--- src/rtl/sdiv_pkg.sv ---
`timescale 1ns/1ps
package sdiv_pkg;
  typedef enum logic [1:0] {
    SRC_DIV  = 2'b00,
    SRC_PROT = 2'b01,
    SRC_BIT  = 2'b10,
    SRC_REF  = 2'b11
  } samp_src_e;
endpackage

--- src/rtl/sdiv_proto_stage.sv ---
`timescale 1ns/1ps
module sdiv_proto_stage (
  input  logic clk,
  input  logic rst_n,
  input  logic en_i,
  input  logic half_i,
  output logic out_stb_o
);
  logic tgl_q;
  logic half_q;

  always_ff @(posedge clk or negedge rst_n) begin
    if (!rst_n) begin
      tgl_q  <= 1'b0;
      half_q <= 1'b0;
    end else begin
      half_q <= half_i;
      if (!en_i || !half_i || (half_i != half_q)) tgl_q <= 1'b0;
      else                                        tgl_q <= ~tgl_q;
    end
  end

  assign out_stb_o = en_i && (!half_i || tgl_q);


  half_gap_chk: assert property (@(posedge clk) disable iff (!rst_n)
    (half_i && out_stb_o) |=> (!half_i || !out_stb_o));


  proto_idle_chk: assert property (@(posedge clk) disable iff (!rst_n)
    !en_i |-> !out_stb_o);
endmodule

--- src/rtl/sdiv_stage.sv ---
`timescale 1ns/1ps
module sdiv_stage #(
  parameter int W = 4
) (
  input  logic         clk,
  input  logic         rst_n,
  input  logic         en_i,
  input  logic         in_stb_i,
  input  logic [W-1:0] div_i,
  output logic         out_stb_o
);
  localparam logic [W-1:0] ONE = W'(1);

  logic [W-1:0] cnt_q;
  logic [W-1:0] div_q;
  logic         changed;

  assign changed = (div_i != div_q);

  always_ff @(posedge clk or negedge rst_n) begin
    if (!rst_n) begin
      cnt_q <= '0;
      div_q <= '0;
    end else begin
      div_q <= div_i;
      if (!en_i || changed)   cnt_q <= '0;
      else if (in_stb_i)      cnt_q <= (cnt_q == div_i) ? '0 : cnt_q + ONE;
    end
  end

  assign out_stb_o = en_i && in_stb_i && !changed && (cnt_q == div_i);


  out_needs_in_chk: assert property (@(posedge clk) disable iff (!rst_n)
    out_stb_o |-> in_stb_i);


  stage_idle_chk: assert property (@(posedge clk) disable iff (!rst_n)
    !en_i |=> (cnt_q == '0));


  reload_zero_chk: assert property (@(posedge clk) disable iff (!rst_n)
    (div_i != $past(div_i)) |=> (cnt_q == '0));


  cnt_in_range_chk: assert property (@(posedge clk) disable iff (!rst_n)
    (en_i && !changed) |-> (cnt_q <= div_i));
endmodule

--- src/rtl/sdiv_src_mux.sv ---
`timescale 1ns/1ps
module sdiv_src_mux
  import sdiv_pkg::*;
(
  input  logic       en_i,
  input  logic [1:0] sel_i,
  input  logic       div_stb_i,
  input  logic       prot_stb_i,
  input  logic       bit_stb_i,
  output logic       samp_stb_o
);
  samp_src_e src;
  assign src = samp_src_e'(sel_i);

  always_comb begin
    samp_stb_o = 1'b0;
    unique case (src)
      SRC_DIV:  samp_stb_o = div_stb_i;
      SRC_PROT: samp_stb_o = prot_stb_i;
      SRC_BIT:  samp_stb_o = bit_stb_i && en_i;
      SRC_REF:  samp_stb_o = en_i;
      default:  samp_stb_o = 1'b0;
    endcase
  end
endmodule

--- src/rtl/sdiv_chain.sv ---
`timescale 1ns/1ps
module sdiv_chain #(
  parameter int MAIN_W = 10,
  parameter int PRE_W  = 2,
  parameter int DEN_W  = 5
) (
  input  logic              clk,
  input  logic              rst_n,
  input  logic              enable,
  input  logic              half_sel,
  input  logic [MAIN_W-1:0] main_div,
  input  logic [1:0]        samp_sel,
  input  logic [PRE_W-1:0]  pre_div,
  input  logic [DEN_W-1:0]  den_div,
  input  logic              bit_stb,
  output logic              prot_stb,
  output logic              div_stb,
  output logic              samp_stb,
  output logic              pre_stb,
  output logic              cnt_stb
);
  sdiv_proto_stage u_proto (
    .clk       (clk),
    .rst_n     (rst_n),
    .en_i      (enable),
    .half_i    (half_sel),
    .out_stb_o (prot_stb)
  );

  sdiv_stage #(.W(MAIN_W)) u_main (
    .clk       (clk),
    .rst_n     (rst_n),
    .en_i      (enable),
    .in_stb_i  (prot_stb),
    .div_i     (main_div),
    .out_stb_o (div_stb)
  );

  sdiv_src_mux u_mux (
    .en_i       (enable),
    .sel_i      (samp_sel),
    .div_stb_i  (div_stb),
    .prot_stb_i (prot_stb),
    .bit_stb_i  (bit_stb),
    .samp_stb_o (samp_stb)
  );

  sdiv_stage #(.W(PRE_W)) u_pre (
    .clk       (clk),
    .rst_n     (rst_n),
    .en_i      (enable),
    .in_stb_i  (samp_stb),
    .div_i     (pre_div),
    .out_stb_o (pre_stb)
  );

  sdiv_stage #(.W(DEN_W)) u_den (
    .clk       (clk),
    .rst_n     (rst_n),
    .en_i      (enable),
    .in_stb_i  (pre_stb),
    .div_i     (den_div),
    .out_stb_o (cnt_stb)
  );


  div_in_prot_chk: assert property (@(posedge clk) disable iff (!rst_n)
    div_stb |-> prot_stb);


  cnt_in_pre_chk: assert property (@(posedge clk) disable iff (!rst_n)
    cnt_stb |-> (pre_stb && samp_stb));


  chain_idle_chk: assert property (@(posedge clk) disable iff (!rst_n)
    !enable |-> !(prot_stb || div_stb || samp_stb || pre_stb || cnt_stb));
endmodule

--- config.mk ---
export PLATFORM = sky130hd
export DESIGN_NAME = sdiv_chain
export DESIGN_NICKNAME = d
export VERILOG_FILES = /design/src/rtl/sdiv_pkg.sv /design/src/rtl/sdiv_proto_stage.sv /design/src/rtl/sdiv_stage.sv /design/src/rtl/sdiv_src_mux.sv /design/src/rtl/sdiv_chain.sv
export SDC_FILE = /design/constraint.sdc
export NUM_CORES = 1
export LEC_CHECK = 0
export BUFFER_PORTS_ARGS = -buffer_cell sky130_fd_sc_hd__buf_2
export CELL_PAD_IN_SITES_DETAIL_PLACEMENT = 2
export CELL_PAD_IN_SITES_GLOBAL_PLACEMENT = 2
export CORE_MARGIN = 8
export CORE_UTILIZATION = 32
export CTS_CLUSTER_DIAMETER = 120
export CTS_CLUSTER_SIZE = 16
export DETAILED_ROUTE_END_ITERATION = 6
export PLACE_DENSITY_LB_ADDON = 0.1
export SLEW_MARGIN = 20
export SYNTH_ARGS = -nofsm -noshare
export SYNTH_HDL_FRONTEND = slang
export SYNTH_SLANG_ARGS = --single-unit
--- constraint.sdc ---
create_clock -name clk -period 1.9 [get_ports clk]
set_input_delay 0.285 -clock clk [delete_from_list [all_inputs] [get_ports clk]]
set_output_delay 0.285 -clock clk [all_outputs]
set_load 0.05 [all_outputs]
-- Yosys cells after proc, flatten, opt, wreduce, memory -nomap -nowiden
Index checks and enable logic that the tools add are counted.
- input bits: 24
- output and inout bits: 5
- logic and storage cells: 59
- register bits after elaboration: 36
- eq/ne operators: 10
- bitwise gates (word level): 1
- muxes and demuxes: 11
- $add $sub $neg: 3
- reductions and logical operators: 26
- operators by type and width (kind ; count):
    two-way mux 10 bit ; 3
    two-way mux 5 bit ; 3
    logical AND 1 bit ; 11
    adder 10 x 1 -> 10 bit (second input constant) ; 1
    == test 10 bit ; 1
    inequality test 10 bit ; 1
    logical OR 1 bit ; 6
    two-way mux 2 bit ; 3
    nonzero test 2 bit ; 3
    adder 5 x 1 -> 5 bit (second input constant) ; 1
    == test 5 bit ; 1
    zero test 1 bit ; 5
    inequality test 5 bit ; 1
    == test 2 bit (second input constant) ; 2
    case mux 1 bit (4 select lines) ; 1
    adder 2 x 1 -> 2 bit (second input constant) ; 1
    == test 2 x 1 -> 1 bit (second input constant) ; 1
    == test 2 bit ; 1
    zero test 2 bit ; 1
    inequality test 2 bit ; 1
    two-way mux 1 bit ; 1
    inequality test 1 bit ; 1
    NOT 1 bit ; 1

-- Longest topological paths before layout
- word-level depth: 13
- depth in mapped cells: 7
- mapped depth without buffers: 7

-- Modules after synthesis
From an unflattened synthesis, not the netlist that was laid out.
- cells, all modules: 160
- area, all modules: 1794.2 um2
- modules (own cells, without submodules) (module ; cells each ; area each (um2) ; sequential area each (um2) ; instances):
    sdiv_stage at u_main ; 89 ; 1006.0 ; 500.5 ; 1
    sdiv_stage at u_den ; 43 ; 479.2 ; 250.2 ; 1
    sdiv_stage at u_pre ; 20 ; 214.0 ; 100.1 ; 1
    sdiv_proto_stage ; 5 ; 70.1 ; 50.0 ; 1
    sdiv_src_mux ; 3 ; 25.0 ; 0.0 ; 1

-- Worst setup path after synthesis
Ideal clock, no wire load.
- path type: register -> output
- start: reg u_main.cnt_q[7]
- end: out cnt_stb
- cell stages (with the launch flop): 7
- data required time: 1.615 ns
- path buffers: 0
- setup slack: -0.786 ns
- arrival time: 2.401 ns
- cell sequence: dfrtp_1 -> xnor2_1 -> nand4_1 -> nor3_4 -> a41oi_4 -> nor2_2 -> and4_1
- word-level cells in the longest chain between the ends: 9
- ends and longest elaborated chain (what ; line ; text):
    from (decl) ; sdiv_stage.sv:14 ; logic [W-1:0] cnt_q;
    from (signal assigned) ; sdiv_stage.sv:27 ; else if (in_stb_i) cnt_q <= (cnt_q == div_i) ? '0 : cnt_q + ONE;
    == test 10 bit ; sdiv_stage.sv:31 ; assign out_stb_o = en_i && in_stb_i && !changed && (cnt_q == div_i);
    logical AND 1 bit ; sdiv_stage.sv:31 ;
    case mux 1 bit (4 select lines) ; sdiv_src_mux.sv:17 ; unique case (src)
    logical AND 1 bit (3 in series) ; sdiv_stage.sv:31 ;
    via pre_stb ; sdiv_chain.sv:19 ; output logic pre_stb,
    logical AND 1 bit (3 in series) ; sdiv_stage.sv:31 ;
    to (decl) ; sdiv_chain.sv:20 ; output logic cnt_stb
The timed path passes the listed nets, and every way through them passes these cells.

-- Worst setup path in the final report
- start: reg u_main.div_q[7]
- end: out cnt_stb
- word-level cells in the longest chain between the ends: 11
- ends and longest elaborated chain (what ; line ; text):
    from (decl) ; sdiv_stage.sv:15 ; logic [W-1:0] div_q;
    from (signal assigned) ; sdiv_stage.sv:25 ; div_q <= div_i;
    inequality test 10 bit ; sdiv_stage.sv:18 ; assign changed = (div_i != div_q);
    zero test 1 bit ; sdiv_stage.sv:31 ;
    logical AND 1 bit (2 in series) ; sdiv_stage.sv:31 ;
    case mux 1 bit (4 select lines) ; sdiv_src_mux.sv:17 ;
    logical AND 1 bit (6 in series) ; sdiv_stage.sv:31 ;
Every way passes these cells.

==> impl_metrics.tcl <==
set metrics [dict create \
    clk_pin_slew_ns 0.08 \
    synthTopCellsByArea "dfrtp_1 (48%), xnor2_1 (13%), xor2_1 (4.2%)" \
    ys_seq_area_share_pct 47.6 \
    synth_top_cell_by_area "dfrtp_1" \
    cap_violations 0 \
    violations "setup timing" \
    drive_gt1_share_pct 30.2 \
    netlist.area_leader.share_pct 47.6 \
    r2r_setup_slack_ns -0.14 \
    drt_wl_total_um 5740 \
    worstSkewPairLatency_ns 0.29 \
    reg2reg_from "u_main.div_q[7]" \
    drcViolationCount 0 \
    synthCells 187 \
    grt_setup_unrepaired "true" \
    outcome "finished, violations left" \
    skew_ns 0.00769 \
    slew-limit-headroom_pct 59.0 \
    power_mw 1.68 \
    tritoncts "built" \
    cp_data_required_time_ns 1.62 \
    die_x_um 92.9 \
    vias 1638 \
    ioPinCount 29 \
    htreeDepth 2 \
    critPathArrivalTime_ns 1.97 \
    clockRootBuffer "clkbuf_8" \
    die_area_um2 8640 \
    synth.avg_cell_area_um2 10.1 \
    power_density_nw_per_um2 667 \
    design.core.area_um2 5820 \
    ant_nets 0 \
    initial_core_util_pct 32.6 \
    ys.flop_type "dfrtp_1" \
    synth_edf_count 0 \
    ys_warn_count 0 \
    hold-worst-slack_ns 0.0223 \
    grt_pass1_wl_um 9800 \
    grtUsageTotal_pct 14.2 \
    fp.dieH_um 92.9 \
    synth_area_um2 1890 \
    critPathCaptureType "output pin" \
    numClockSinks 36 \
    grt_max_degree 37 \
    cts.path.max_buffers 2 \
    hold_viol_final 0 \
    cp_max_fo 3 \
    rows 28 \
    drt-vias-per-instance 5.01 \
    fmax_mhz 444 \
    dp_cells 316 \
    worst_pin_slew_ns 0.613 \
    gp_congestion 0.827 \
    io_buffers 28 \
    reg2regPathDepth 5 \
    yosysMostFrequentCell "dfrtp_1" \
    grt_antenna_before_repair 0 \
    fin_crit_ns 2.25 \
    synth.top_cells.by_count "dfrtp_1 (36), xnor2_1 (28), nor2_1 (18)" \
    yosysUniqueCellTypes 33 \
    critPathKind "reg2out" \
    finalMaxSlewViolations 0 \
    peakVddDrop_mv 0.259 \
    grt_remaining_overflow 0 \
    hold_class "in2async" \
    dr.pass1.iters 4 \
    p_leak_nw 1.07 \
    layout.nets 277 \
    layout_setup_ws_ns -0.352 \
    wl_per_cell_um 17.5 \
    utilization_pct 43.4 \
    final_cells 327 \
    finalSetupViolCount 11 \
    async_flop_share_pct 100 \
    rr_endpoint "u_main.cnt_q[7]" \
    syn_to_final_growth_pct 33.2 \
    grt_pass1_vias 1973 \
    cp-start-kind "register" \
    cts_buffers 5 \
    hpwlAfterDp_um 4430 \
    drtIter0Drc 52 \
    synth_seq_cells 36 \
    fin_crit_sh_pct 119 \
    syn_nets 213 \
    diodes 0 \
]
[through the flow]
stage	setup WS [ns]	TNS (ns)	area [um2]
after floorplan	-0.374	-0.942	1900
after detailed placement	-0.254	-2.09	2340
after global placement	-0.185	-1.05	2340
after CTS	-0.397	-2.40	2510
final	-0.352	-1.78	2520
after global routing	-0.471	-3.99	2520
[power by group]
part | switching [mW] | internal (mW)
clock network | 0.294 | 0.390
logic | 0.115 | 0.0880
registers | 0.0109 | 0.786
total | 0.420 | 1.26
[layout by cell type (no fill, tap or decap), types with 3 or more instances in the layout]
| master | Yosys | layout |
|---|---|---|
| nand3_1 | 8 | 8 |
| xor2_1 | 9 | 9 |
| or3_1 | 3 | 3 |
| nand4_1 | 5 | 5 |
| mux2i_1 | 3 | 3 |
| clkbuf_8 | 0 | 5 |
| nand2b_1 | 5 | 5 |
| dfrtp_1 | 36 | 36 |
| nand2_1 | 16 | 16 |
| or4_1 | 3 | 3 |
| nand3b_1 | 3 | 3 |
| buf_4 | 0 | 31 |
| o21ai_1 | 0 | 3 |
| buf_2 | 0 | 24 |
| nor2_1 | 18 | 17 |
| nand4b_1 | 3 | 3 |
| nor3_1 | 6 | 5 |
| o21ai_0 | 7 | 4 |
| nor2b_1 | 3 | 3 |
| a21oi_1 | 9 | 9 |
| xnor2_1 | 28 | 26 |
| buf_6 | 1 | 3 |
[timing repair]
| action | 4_1_cts | 5_1_grt |
|---|---|---|
| gates resized for setup | 16 | 5 |
| pin swaps | 3 | 6 |
| hold buffers | 0 | 0 |
| setup buffers | 3 | 1 |
| setup endpoints to repair | 14 | 18 |
| hold endpoints to repair | 0 | 0 |
[worst max-delay path: stages, from the launching register on]
cell and delay, ns:
dfrtp_1 0.38, xnor2_1 0.15, nand4_1 0.18, nor3_2 0.20, buf_4 0.14, a41oi_4 0.13, nor2_4 0.11, and4_4 0.23
buf_8 0.14
[metal layers]
layer	GRT usage [%]	up-vias	part of all wire, %
li1	-	779	-
met1	17.6	820	48
met2	23.0	29	46
met3	4.37	10	4.8
met4	4.43	0	1.3
met5	0	-	0
[state kept, by name, summed over array words and instances (netlist names)]
register and count:
u_main.div_q 10, u_pre.cnt_q 2, u_pre.div_q 2, u_den.cnt_q 5, u_proto.tgl_q 1, u_main.cnt_q 10
u_proto.half_q 1, u_den.div_q 5
[kinds of logic after synthesis]
logic type,count (synthesis),share of synthesized area [%]
and+or+nand+nor,82,23.1
xor gates and xnor gates,37,17.1
DFF,36,47.6
AOI/OAI and AO/OA,23,8.12
buffers and inverters,4,1.19
muxes,3,1.59
adders and majority gates,2,1.32
[final cells by class]
type                    instances  area (um2)
fillers                       661        3290
inverters                       1        3.75
well taps                      75        93.8
repair buffers                 60         417
flip-flops and latches         36         901
multi-input cells             147        1000
clock buffers                   6        72.6
clock inverters                 2        35.0
[worst max path at each step]
stage,slack (ns),endpoint,startpoint,depth (start not counted)
after floorplan,-0.37,cnt_stb,u_main.cnt_q[7],6
after global placement,-0.19,cnt_stb,main_div[3],9
after detailed placement,-0.25,cnt_stb,main_div[6],9
after CTS,-0.40,cnt_stb,u_main.cnt_q[1],7
after global routing,-0.47,cnt_stb,u_main.div_q[3],8
final,-0.35,cnt_stb,u_main.div_q[7],8
No activity file was read; power rests on OpenSTA's default activity.
